### src/rtl/bootsum_pkg.sv
package bootsum_pkg;
  // Strobes from the control FSM to the summing datapath
  typedef struct packed {
    logic clearAcc;  // new run: clear accumulator and results
    logic addWord;   // a word is accepted this cycle
    logic zeroWord;  // accepted word is replaced by zero (seal slot)
    logic finish;    // accepted word is the last of the image
  } sumCtrl_t;
endpackage

### src/rtl/bootsum_ctrl.sv
module bootsum_ctrl
  import bootsum_pkg::*;
#(
  parameter int IMG_WORDS = 256
) (
  input  logic     clk,
  input  logic     rstN,
  input  logic     startPulse,
  input  logic     sealModeIn,
  input  logic     wordValid,
  output logic     wordReady,
  output logic     doneStrobe,
  output logic     sealModeQ,
  output sumCtrl_t ctrl
);
  localparam int CNT_W = $clog2(IMG_WORDS);
  localparam logic [CNT_W-1:0] LAST_IDX = CNT_W'(IMG_WORDS - 1);

  logic             running;
  logic [CNT_W-1:0] wordCount;
  logic             accept;
  logic             isLast;

  assign wordReady = running && !startPulse;
  assign accept    = wordValid && wordReady;
  assign isLast    = (wordCount == LAST_IDX);

  always_comb begin
    ctrl.clearAcc = startPulse;
    ctrl.addWord  = accept;
    ctrl.finish   = accept && isLast;
    ctrl.zeroWord = accept && isLast && sealModeQ;
  end

  always_ff @(posedge clk) begin
    if (!rstN) begin
      running    <= 1'b0;
      wordCount  <= '0;
      sealModeQ  <= 1'b0;
      doneStrobe <= 1'b0;
    end else begin
      doneStrobe <= ctrl.finish;
      if (startPulse) begin
        running   <= 1'b1;
        wordCount <= '0;
        sealModeQ <= sealModeIn;
      end else if (accept) begin
        wordCount <= wordCount + 1'b1;
        if (isLast) running <= 1'b0;
      end
    end
  end

  // the done strobe never lasts two cycles
  a_r5_done_single: assert property (@(posedge clk) disable iff (!rstN)
    doneStrobe |=> !doneStrobe);
  // no word is taken after the last one
  a_r5_idle_after_last: assert property (@(posedge clk) disable iff (!rstN)
    ctrl.finish |=> !wordReady);
  // the start cycle takes no word
  a_r2_start_blocks_ready: assert property (@(posedge clk) disable iff (!rstN)
    startPulse |-> !wordReady);
  // a start always restarts counting from word 0
  a_r7_start_restarts: assert property (@(posedge clk) disable iff (!rstN)
    startPulse |=> (wordCount == '0) && running);
endmodule

### src/rtl/bootsum_datapath.sv
module bootsum_datapath
  import bootsum_pkg::*;
#(
  parameter int               WORD_W    = 32,
  parameter logic [WORD_W-1:0] SIGNATURE = 32'h706F7250
) (
  input  logic              clk,
  input  logic              rstN,
  input  sumCtrl_t          ctrl,
  input  logic              sealMode,
  input  logic [WORD_W-1:0] wordData,
  output logic [WORD_W-1:0] sealWord,
  output logic              imageGood
);
  logic [WORD_W-1:0] acc;
  logic [WORD_W-1:0] addend;
  logic [WORD_W-1:0] sumNext;

  assign addend  = ctrl.zeroWord ? '0 : wordData;
  assign sumNext = acc + addend;  // carry out dropped

  always_ff @(posedge clk) begin
    if (!rstN) begin
      acc       <= '0;
      sealWord  <= '0;
      imageGood <= 1'b0;
    end else if (ctrl.clearAcc) begin
      acc       <= '0;
      sealWord  <= '0;
      imageGood <= 1'b0;
    end else if (ctrl.addWord) begin
      acc <= sumNext;
      if (ctrl.finish) begin
        if (sealMode) sealWord  <= SIGNATURE - sumNext;
        else          imageGood <= (sumNext == SIGNATURE);
      end
    end
  end

  // the seal word closes the accumulated sum onto the signature
  a_r4_seal_closes: assert property (@(posedge clk) disable iff (!rstN)
    (ctrl.finish && sealMode) |=> ((sealWord + acc) == SIGNATURE));
  // the verdict agrees with the final accumulated sum
  a_r3_verdict_matches: assert property (@(posedge clk) disable iff (!rstN)
    (ctrl.finish && !sealMode) |=> (imageGood == (acc == SIGNATURE)));
  // results only move on a start or at the end of a run
  a_r8_results_hold: assert property (@(posedge clk) disable iff (!rstN)
    (!ctrl.clearAcc && !ctrl.finish) |=> ($stable(sealWord) && $stable(imageGood)));
endmodule

### src/rtl/boot_image_sealer.sv
module boot_image_sealer
  import bootsum_pkg::*;
#(
  parameter int               WORD_W    = 32,
  parameter int               IMG_WORDS = 256,
  parameter logic [WORD_W-1:0] SIGNATURE = 32'h706F7250
) (
  input  logic              clk,
  input  logic              rstN,
  input  logic              startPulse,
  input  logic              sealMode,
  input  logic              wordValid,
  input  logic [WORD_W-1:0] wordData,
  output logic              wordReady,
  output logic              doneStrobe,
  output logic              imageGood,
  output logic [WORD_W-1:0] sealWord
);
  sumCtrl_t ctrl;
  logic     sealModeQ;

  bootsum_ctrl #(.IMG_WORDS(IMG_WORDS)) uCtrl (
    .clk       (clk),
    .rstN      (rstN),
    .startPulse(startPulse),
    .sealModeIn(sealMode),
    .wordValid (wordValid),
    .wordReady (wordReady),
    .doneStrobe(doneStrobe),
    .sealModeQ (sealModeQ),
    .ctrl      (ctrl)
  );

  bootsum_datapath #(.WORD_W(WORD_W), .SIGNATURE(SIGNATURE)) uData (
    .clk      (clk),
    .rstN     (rstN),
    .ctrl     (ctrl),
    .sealMode (sealModeQ),
    .wordData (wordData),
    .sealWord (sealWord),
    .imageGood(imageGood)
  );
endmodule

### config.mk
export PLATFORM = sky130hd
export DESIGN_NAME = boot_image_sealer
export DESIGN_NICKNAME = d
export VERILOG_FILES = /design/src/rtl/bootsum_pkg.sv /design/src/rtl/bootsum_ctrl.sv /design/src/rtl/bootsum_datapath.sv /design/src/rtl/boot_image_sealer.sv
export SDC_FILE = /design/constraint.sdc
export NUM_CORES = 1
export LEC_CHECK = 0
export BUFFER_PORTS_ARGS = -buffer_cell sky130_fd_sc_hd__clkbuf_2
export CELL_PAD_IN_SITES_DETAIL_PLACEMENT = 0
export CELL_PAD_IN_SITES_GLOBAL_PLACEMENT = 1
export CORE_AREA = 2 2 120 122
export CTS_CLUSTER_SIZE = 14
export DETAILED_ROUTE_END_ITERATION = 8
export DIE_AREA = 0 0 122 124
export GPL_ROUTABILITY_DRIVEN = 0
export PLACE_DENSITY = 0.82
export SLEW_MARGIN = 20
export SYNTH_ARGS = -nofsm -noshare
export SYNTH_HDL_FRONTEND = slang
export SYNTH_HIERARCHICAL = 1
export SYNTH_SLANG_ARGS = --single-unit
export TNS_END_PERCENT = 1
### constraint.sdc
create_clock -name clk -period 5.9 [get_ports clk]
set_clock_uncertainty 0.2 [all_clocks]
set_input_delay 1.18 -clock clk [delete_from_list [all_inputs] [get_ports clk]]
set_output_delay 1.18 -clock clk [all_outputs]
set_load 0.01 [all_outputs]
==> results of run 1 <==
placed cells by master, fill, tap and decap left out, types with 8 or more instances in the layout:
master     synthesis  routed
a211oi_1          16      16
a21o_1            14      14
a21oi_1           68      68
and2_1             9       9
and3_1            10      10
buf_4              2      31
clkbuf_16          0       9
clkbuf_2           0      71
dfxtp_1           76      76
ha_1              33      33
inv_1             12      12
mux2i_1           26      26
nand2_1           62      62
nand2b_1          12      11
nand3_1           27      27
nand4_1           12      12
nor2_1            90      90
nor2b_1           36      36
nor3_1            20      20
o21a_1             8       8
o21ai_0           21      21
xnor2_1           21      21
xor2_1            15      15
tightest hold or removal path, delay by kind of cell (launching register included):
kind | cells | cell delay (ns)
AOI/OAI and AO/OA | 1 | 0.05
DFF | 1 | 0.31
and+or+nand+nor | 1 | 0.05
report_power, final:
group | internal, W | switching, W
logic | 0.0000999 | 0.000152
registers | 0.000517 | 0.00000330
clock network | 0.000332 | 0.000243
total | 0.000948 | 0.000398
registers in the layout (all words and copies together) (netlist names):
register,count
uCtrl/doneStrobe,1
uCtrl/running,1
uCtrl/sealModeQ,1
uCtrl/wordCount,8
uData/acc,32
uData/imageGood,1
uData/sealWord,32
metal layers:
metal	track usage	wire (um)
met1	0.305	7990
met2	0.394	8150
met3	0.0330	763
met4	0.0869	365
met5	0	0
final cells by class:
class	instances	area (um^2)	share of cell area
clock buffers	10	229	0.0327
repair buffers	102	588	0.0841
clock inverters	6	71.3	0.0102
inverters	12	45.0	0.00644
well taps	180	225	0.0322
flip-flops and latches	76	1520	0.218
multi-input cells	622	4310	0.617
path summary, 6_finish.rpt:
check / end / slack (ns) / cells past startpoint
max: uData/imageGood / 0.39 / 17
min: uData/sealWord[1] / 0.26 / 2
max reg2reg: uData/imageGood / 0.81 / 17
min reg2reg: uData/sealWord[1] / 0.26 / 2
kinds of logic after synthesis:
kind of cell | Yosys count
adders and majority gates | 34
muxes | 28
buffers and inverters | 52
xor gates and xnor gates | 38
DFF | 76
AOI/OAI and AO/OA | 209
and+or+nand+nor | 313
through the flow:
| stage | hold WS, ns | worst slack, ns | cells | util |
|---|---|---|---|---|
| final | 0.257 | 0.388 | 1008 | 0.510 |
| after detailed placement | 0.252 | 0.126 | 992 | 0.488 |
| after floorplan | 0.250 | 0.552 | 750 | - |
| after global placement | 0.244 | 0.214 | 992 | 0.488 |
| after CTS | 0.261 | 0.454 | 1008 | 0.510 |
| after global routing | 0.280 | 0.0687 | 1008 | 0.510 |
==> flow_summary_export.csv, run 1 <==
group,metric,value,unit
yosys,ys_types,85,
cts,cts_hold_buf,0,
critical_path,worst-path-buf-inv,2,
yosys,synth_top_family_by_area,"compound AO/OA/AOI/OAI gates",
critical_path,crit_slowest_cell,"xnor2_1",
pwr,powerDensity,193,mW/mm^2
min_path,worstHoldStart,"uData/sealWord[1]",
yosys,synth_fa_ha_area_frac,0.0714,
global_route,gr-total-overflow,0,
yosys,synth_top_area_cell,"dfxtp_1",
yosys,ys_ff_latch,76,
timing,hold_violations,0,
timing,fmaxAchievable,181,MHz
yosys,synthSimpleGateAreaFrac,0.266,
timing,finalSetupViolations,0,
critical_path,critPathRequiredTime,5.97,ns
yosys,postSynthCellCount,750,
pwr,peakVddDrop,0.147,mV
critical_path,crit_chain,"clkbuf_2 > nand2b_1 > nor3_1 > and2_1 > buf_4 > nor2b_1 > ha_1 > and2_1 > nand3_2 > a21oi_1 > nor2b_1 > xnor2_1 > nand4_1 > or4b_1 > nor4_1 > nand4_1 > a21oi_1",
yosys,synthTopCellsByCount,"nor2_1, dfxtp_1, a21oi_1",
routing,routed_via_density,5.85,
timing,rsz0062_at_grt,"no",
yosys,syn_area,0.00606,mm^2
timing,final.min_clock_period,5.51,ns
yosys,synth_most_common_cell,"nor2_1",
critical_path,cp_max_fo,16,
final_layout,diodes,0,
die,die_h,124,um
routing,drc,0,
global_route,grt_first_pass_wirelength,28.0,mm
routing,drt_iter0_drc,466,
critical_path,crit_family,"simple AND/OR/NAND/NOR gates",
final_layout,syn2layout_area_growth,15.3,%
final_layout,final_area,0.00699,mm^2
final_layout,nFillCells,1347,
cts,numCtsBuffers,9,
routing,dr.pass1.iters,5,
final_layout,nets,894,
global_route,antenna_found_initial,0,
yosys,synth_top_area_share,0.251,
placed_design,hpwl,13.3,mm
yosys,synth_seq_area_share,0.251,
critical_path,critPathArrivalTime,5.58,ns
critical_path,slowest_delay,0.82,ns
run,maxCapViolations,0,
routing,routed_wl,17.3,mm
die,start_util,0.442,
cts,cts_tree,"yes",
routing,routedWlPerCell,17.1,um
critical_path,cp-startpoint,"startPulse",
yosys,synth_top_cells_by_area,"dfxtp_1, ha_1, a21oi_1",
yosys,ys_async_sr_fraction,0,
cts,h-tree-depth,3,
die,dieArea,0.0151,mm^2
cts,cts_setup_buffers,0,
cts,numClockSinks,76,
global_route,grt_pass1_vias,5605,
placed_design,detailed_place.area,0.00669,mm^2
timing,tightest_slew,1.05,ns
pwr,p_leak,2.78,nW
die,io_pins,72,
outcome,status,"completed",
global_route,track_usage,0.234,
cts,clockRootBuffer,"clkbuf_16",
yosys,ys.flop_type,"dfxtp_1",
placed_design,io_buffers,71,
timing,slew_viol_final,0,
timing,fin_crit_sh,0.934,
cts,cts_resized,0,
cts,clkLatencyLatePin,0.35,ns
yosys,synth_compound_area_frac,0.269,
cts,cts.clk_slew.worst_paths,0.06,ns
routing,vias,5896,
final_layout,layout-drive-gt1-share,0.200,
critical_path,rr_startpoint,"uCtrl/wordCount[0]",
routing,drtAntennaViolNets,0,
yosys,yosys-mux-area-fraction,0.0466,
critical_path,endpoint_kind,"flip-flop",
die,die_w,122,um
cts,clockBufferDepth,2,
pwr,total_power,0.00135,W
yosys,syn_nets,821,
critical_path,worst-setup-path-type,"in2reg",
min_path,hp-class,"reg2reg",
die,core.rowCount,43,
global_route,grt_max_degree,37,
timing,final.setup.tns,0,ns
yosys,syn_avg_cell_area,8.09,um^2
timing,slew-limit-headroom,0.295,
yosys,synth-edff-count,0,
critical_path,critical_path.startpoint_type,"input port",
yosys,yosysWarnings,6,
die,coreArea,0.0137,mm^2
yosys,synth_xor_area_frac,0.0574,
(Power assumes the default switching activity.)
==> inputs of run 2 (changes only) <==
--- a/config.mk
+++ b/config.mk
@@ -5,13 +5,14 @@
 export SDC_FILE = /design/constraint.sdc
 export NUM_CORES = 1
 export LEC_CHECK = 0
+export ABC_AREA = 1
 export BUFFER_PORTS_ARGS = -buffer_cell sky130_fd_sc_hd__clkbuf_2
 export CELL_PAD_IN_SITES_DETAIL_PLACEMENT = 0
 export CELL_PAD_IN_SITES_GLOBAL_PLACEMENT = 1
-export CORE_AREA = 2 2 120 122
+export CORE_AREA = 2 2 132 134
 export CTS_CLUSTER_SIZE = 14
 export DETAILED_ROUTE_END_ITERATION = 8
-export DIE_AREA = 0 0 122 124
+export DIE_AREA = 0 0 134 136
 export GPL_ROUTABILITY_DRIVEN = 0
 export PLACE_DENSITY = 0.82
 export SLEW_MARGIN = 20
==> flow_summary_export.csv, run 2 <==
group,metric,value,unit
routing,routed_via_density,4.82,
yosys,syn_nets,1265,
timing,slew-limit-headroom,0.532,
timing,tightest_slew,0.702,ns
final_layout,reg_top3,"uData/acc: 32 flops, uData/sealWord: 32 flops, uCtrl/wordCount: 8 flops",
final_layout,final_common_cell,"nand2_1",
final_layout,layout-drive-gt1-share,0.110,
cts,numCtsBuffers,9,
timing,finalWorstSetupSlack,1.08,ns
global_route,gr-total-overflow,0,
critical_path,endpoint_kind,"flip-flop",
die,die_h,136,um
cts,cts.clk_slew.worst_paths,0.06,ns
yosys,yosysWarnings,6,
outcome,status,"completed",
yosys,synth_top_area_cell,"dfxtp_1",
cts,clockBufferDepth,2,
pwr,p_leak,4.49,nW
routing,drtAntennaViolNets,0,
yosys,syn_area,0.00676,mm^2
global_route,grt_first_pass_wirelength,32.7,mm
yosys,syn_avg_cell_area,5.66,um^2
global_route,grt_pass1_vias,6587,
cts,clkLatencyLatePin,0.35,ns
yosys,synth_top_cells_by_area,"dfxtp_1, nand2_1, inv_1",
die,dieArea,0.0182,mm^2
yosys,postSynthCellCount,1194,
cts,cts_hold_buf,0,
critical_path,slowest_delay,0.42,ns
routing,vias,7157,
pwr,powerDensity,180,mW/mm^2
global_route,antenna_found_initial,0,
critical_path,critPathRequiredTime,5.94,ns
yosys,ys.flop_type,"dfxtp_1",
placed_design,io_buffers,71,
die,io_pins,72,
routing,routedWlPerCell,13.6,um
timing,rsz0062_at_grt,"no",
global_route,track_usage,0.228,
placed_design,dp_cells,1471,
cts,cts_setup_buffers,0,
cts,numClockSinks,76,
min_path,hp-class,"reg2reg",
routing,drc,0,
cts,clockRootBuffer,"clkbuf_16",
yosys,synth_seq_area_share,0.225,
critical_path,cp_max_fo,31,
yosys,synth_most_common_cell,"nand2_1",
timing,final.min_clock_period,4.82,ns
pwr,peakVddDrop,0.119,mV
critical_path,critPathArrivalTime,4.86,ns
yosys,ys_async_sr_fraction,0,
final_layout,final_cells,1486,
die,die_w,134,um
yosys,ys_types,38,
critical_path,critical_path.startpoint_type,"input port",
global_route,grt_max_degree,64,
timing,final.setup.tns,0,ns
pwr,total_power,0.00138,W
timing,slew_viol_final,0,
critical_path,crit_top_cell,"nand2_1",
cts,cts_tree,"yes",
timing,fin_crit_sh,0.817,
die,coreArea,0.0169,mm^2
final_layout,diodes,0,
timing,fmaxAchievable,208,MHz
routing,drt_iter0_drc,562,
run,maxCapViolations,0,
timing,hold_violations,0,
die,start_util,0.401,
placed_design,hpwl,16.0,mm
placed_design,post-place-ws,0.725,ns
final_layout,syn2layout_area_growth,13.1,%
cts,cts_resized,0,
yosys,synth_top_area_share,0.225,
critical_path,crit_slowest_cell,"fa_1",
yosys,ys_ff_latch,76,
final_layout,nFillCells,1906,
final_layout,final_cell_mix,"nand2_1, inv_1, nor2_1",
yosys,synth-edff-count,0,
critical_path,worst-setup-path-type,"in2reg",
die,core.rowCount,48,
routing,routed_wl,20.2,mm
final_layout,nets,1328,
routing,dr.pass1.iters,5,
cts,h-tree-depth,3,
timing,finalSetupViolations,0,
yosys,synthTopCellsByCount,"nand2_1, inv_1, nor2_1",
timing,hold_ws,0.283,ns
[run 2: changes by cell type after synthesis, sizes merged, moves of 11 or more]
cell,previous run,this run
a211oi,22,0
a21o,15,0
a21oi,69,47
inv,12,259
mux2i,26,0
nand2,64,397
nand2b,13,0
nand3,29,79
nor2,91,145
nor2b,36,0
nor3,21,7
o211ai,8,29
o31ai,11,0
xnor2,22,2
[run 2: final cells by class]
class / count / area (um^2) / share of cell area
inverters: 260 / 976 / 0.128
well taps: 225 / 282 / 0.0368
flip-flops and latches: 76 / 1520 / 0.199
clock inverters: 5 / 60.1 / 0.00786
multi-input cells: 833 / 4170 / 0.545
repair buffers: 77 / 400 / 0.0524
clock buffers: 10 / 239 / 0.0313
[run 2: worst paths after layout]
| check | slack, ns | end | cells after the start | from |
|---|---|---|---|---|
| hold reg to reg | 0.28 | uData/imageGood | 2 | uData/imageGood |
| hold / removal | 0.28 | uData/imageGood | 2 | uData/imageGood |
| setup / recovery | 1.08 | uData/sealWord[27] | 29 | startPulse |
| setup reg to reg | 1.58 | uData/sealWord[27] | 28 | uCtrl/wordCount[0] |
[run 2: stage by stage]
step           utilization  area, um^2
2_1_floorplan            -        6760
3_3_place_gp         0.435        7340
3_5_place_dp         0.435        7340
4_1_cts              0.453        7640
5_1_grt              0.453        7640
6_report             0.453        7640
[run 2: critical path: cells and delay by family]
family	cells	cell delay, ns
and+or+nand+nor	20	2.13
AOI/OAI and AO/OA	1	0.13
adders and majority gates	2	0.70
buffers and inverters	6	0.72
[run 2: routing by layer]
| layer | share of wire | wire length, um | track usage |
|---|---|---|---|
| met5 | 0 | 0 | 0 |
| met4 | 0.026 | 523 | 0.0798 |
| met3 | 0.048 | 958 | 0.0298 |
| met2 | 0.43 | 8670 | 0.363 |
| met1 | 0.50 | 10000 | 0.315 |
[run 2: logic make-up after synthesis]
logic type / Yosys count / synth area share
AO/OA/AOI/OAI: 132 / 0.118
buffers and inverters: 285 / 0.161
XOR/XNOR: 17 / 0.0231
adder cells (fa/ha/maj): 34 / 0.0641
AND/OR/NAND/NOR: 650 / 0.409
flip-flops: 76 / 0.225
[run 2: where the power goes]
group	switching, W	total, W	internal, W
sequential	0.00000369	0.000522	0.000518
clock	0.000243	0.000582	0.000340
combinational	0.000189	0.000273	0.0000847
==> inputs of run 3 (changes only) <==
==> constraint.sdc (replaced) <==
create_clock -name clk -period 4.5 [get_ports clk]
set_clock_uncertainty 0.2 [all_clocks]
set_input_delay 0.9 -clock clk [delete_from_list [all_inputs] [get_ports clk]]
set_output_delay 0.9 -clock clk [all_outputs]
set_load 0.01 [all_outputs]
==> flow_summary_export.csv, run 3 (synthesis gave the netlist of run 2 again) <==
group,metric,value,unit
routing,routed_via_density,4.73,
cts,cts_setup_buffers,0,
final_layout,seqCellArea,0.00152,mm^2
global_route,grt_first_pass_wirelength,32.9,mm
critical_path,critPathArrivalTime,4.18,ns
pwr,clkPwrFrac,0.419,
die,die_h,136,um
timing,rsz0062_at_grt,"no",
timing,finalSetupViolations,0,
pwr,internal-power,0.00125,W
critical_path,critPathRequiredTime,4.55,ns
routing,routed_wl,20.5,mm
final_layout,multiInputGateArea,0.00417,mm^2
min_path,worstHoldStart,"uCtrl/wordCount[2]",
cts,numClockSinks,76,
cts,h-tree-depth,3,
die,io_pins,72,
cts,clockBufferDepth,2,
routing,vias,7175,
cts,cts_tree,"yes",
global_route,gr-total-overflow,0,
timing,slew-limit-headroom,0.496,
pwr,p_leak,4.63,nW
cts,cts.clk_slew.worst_paths,0.07,ns
timing,slew_viol_final,0,
placed_design,io_buffers,71,
final_layout,syn2layout_area_growth,16.7,%
final_layout,layout-drive-gt1-share,0.132,
min_path,worstHoldEndpoint,"uCtrl/wordCount[2]",
pwr,peakVddDrop,0.182,mV
critical_path,rr_startpoint,"uCtrl/wordCount[0]",
critical_path,timing.rr.end,"uData/sealWord[28]",
die,coreArea,0.0169,mm^2
critical_path,critical_path.startpoint_type,"input port",
routing,drt_iter0_drc,442,
pwr,p_sw,0.000591,W
critical_path,worst-setup-path-type,"in2reg",
die,dieArea,0.0182,mm^2
critical_path,rrSetupSlack,0.44,ns
final_layout,fin_util,0.467,
critical_path,cp_max_fo,29,
die,start_util,0.401,
timing,tightest_slew,0.754,ns
cts,cts_resized,0,
timing,final.min_clock_period,4.12,ns
final_layout,final_cells,1517,
die,die_w,134,um
critical_path,endpoint_kind,"flip-flop",
cts,clkLatencyLatePin,0.35,ns
final_layout,reg_top3,"uData/acc: 32 flops, uData/sealWord: 32 flops, uCtrl/wordCount: 8 flops",
routing,dr.pass1.iters,5,
pwr,seqPwrFrac,0.372,
cts,cts_hold_buf,0,
cts,numCtsBuffers,9,
global_route,track_usage,0.231,
timing,fin_crit_sh,0.916,
die,core.rowCount,48,
cts,clockRootBuffer,"clkbuf_16",
min_path,hp-class,"reg2reg",
routing,drtAntennaViolNets,0,
placed_design,dp_cells,1501,
final_layout,nFillCells,1855,
outcome,status,"completed",
run,maxCapViolations,0,
pwr,pwr-share-comb,0.209,
final_layout,diodes,0,
global_route,grt_pass1_vias,6610,
final_layout,final_cell_mix,"nand2_1, inv_1, nor2_1",
global_route,antenna_found_initial,0,
global_route,grt_max_degree,64,
pwr,powerDensity,233,mW/mm^2
final_layout,nets,1358,
final_layout,final_common_cell,"nand2_1",
min_path,min_path_cells,2,
routing,routedWlPerCell,13.5,um
timing,fmaxAchievable,242,MHz
placed_design,hpwl,16.3,mm
pwr,switching_share,0.321,
routing,drc,0,
timing,hold_violations,0,
critical_path,r2r_cells,26,
-- run 3: metrics by stage --
stage	TNS [ns]	hold WS, ns	cell area [um^2]	total power (W)	worst slack [ns]
finish	0	0.281	7890	0.00184	0.376
global route	0	0.293	7890	0.00194	0.000702
CTS	0	0.280	7880	0.00186	0.341
detailed placement	-0.0275	0.264	7580	0.00108	-0.0275
global placement	0	0.259	7580	0.00108	0.0217
floorplan	0	0.248	6760	0.000954	0.291
-- run 3: per-layer routing --
| layer | part of all wire | vias to the layer above | GRT usage | wire, um |
|---|---|---|---|---|
| met4 | 0.0083 | 0 | 0.0437 | 170 |
| li1 | - | 3851 | - | - |
| met3 | 0.056 | 12 | 0.0391 | 1140 |
| met1 | 0.49 | 3152 | 0.316 | 10100 |
| met5 | 0 | - | 0 | 0 |
| met2 | 0.45 | 160 | 0.385 | 9150 |
-- run 3: power groups by stage --
stage	Sequential [W]	Clock, W	Combinational (W)
detailed placement	0.000699	0	0.000379
global route	0.000685	0.000817	0.000434
floorplan	0.000698	0	0.000256
global placement	0.000699	0	0.000381
CTS	0.000684	0.000790	0.000382
finish	0.000684	0.000770	0.000385
-- run 3: worst max path at each step --
stage	start	end	slack [ns]	depth (start not counted)
after floorplan	startPulse	uData/sealWord[26]	0.29	27
after global placement	startPulse	uData/sealWord[25]	0.02	27
after detailed placement	startPulse	uData/sealWord[25]	-0.03	27
after CTS	startPulse	uData/sealWord[25]	0.34	27
after global routing	startPulse	uData/sealWord[28]	0.0007	24
final	startPulse	uData/sealWord[28]	0.38	27
-- run 3: cell type report --
class | count | area share
clock buffer | 10 | 0.0290
clock inverter | 6 | 0.00920
inverter | 260 | 0.124
multi-input combinational | 833 | 0.529
sequential | 76 | 0.193
tap | 225 | 0.0357
timing repair buffer | 107 | 0.0809
-- run 3: worst max-delay path: stages --
cell,delay (ns)
clkbuf_2,0.09
inv_2,0.09
nand3_4,0.08
nor2_4,0.10
nand2_2,0.06
nor2_2,0.18
buf_12,0.23
nor2_1,0.07
ha_1,0.39
nand2_1,0.15
nor2_2,0.20
buf_4,0.13
nand2_1,0.06
nor2_1,0.10
nand2_1,0.11
nand4_1,0.13
nand2_2,0.12
nor2_1,0.24
nand2_1,0.10
nor2_1,0.16
nand2_1,0.09
nand2_2,0.11
nand2_1,0.05
nand2_1,0.05
nand3_1,0.06
nand2_1,0.07
inv_1,0.03
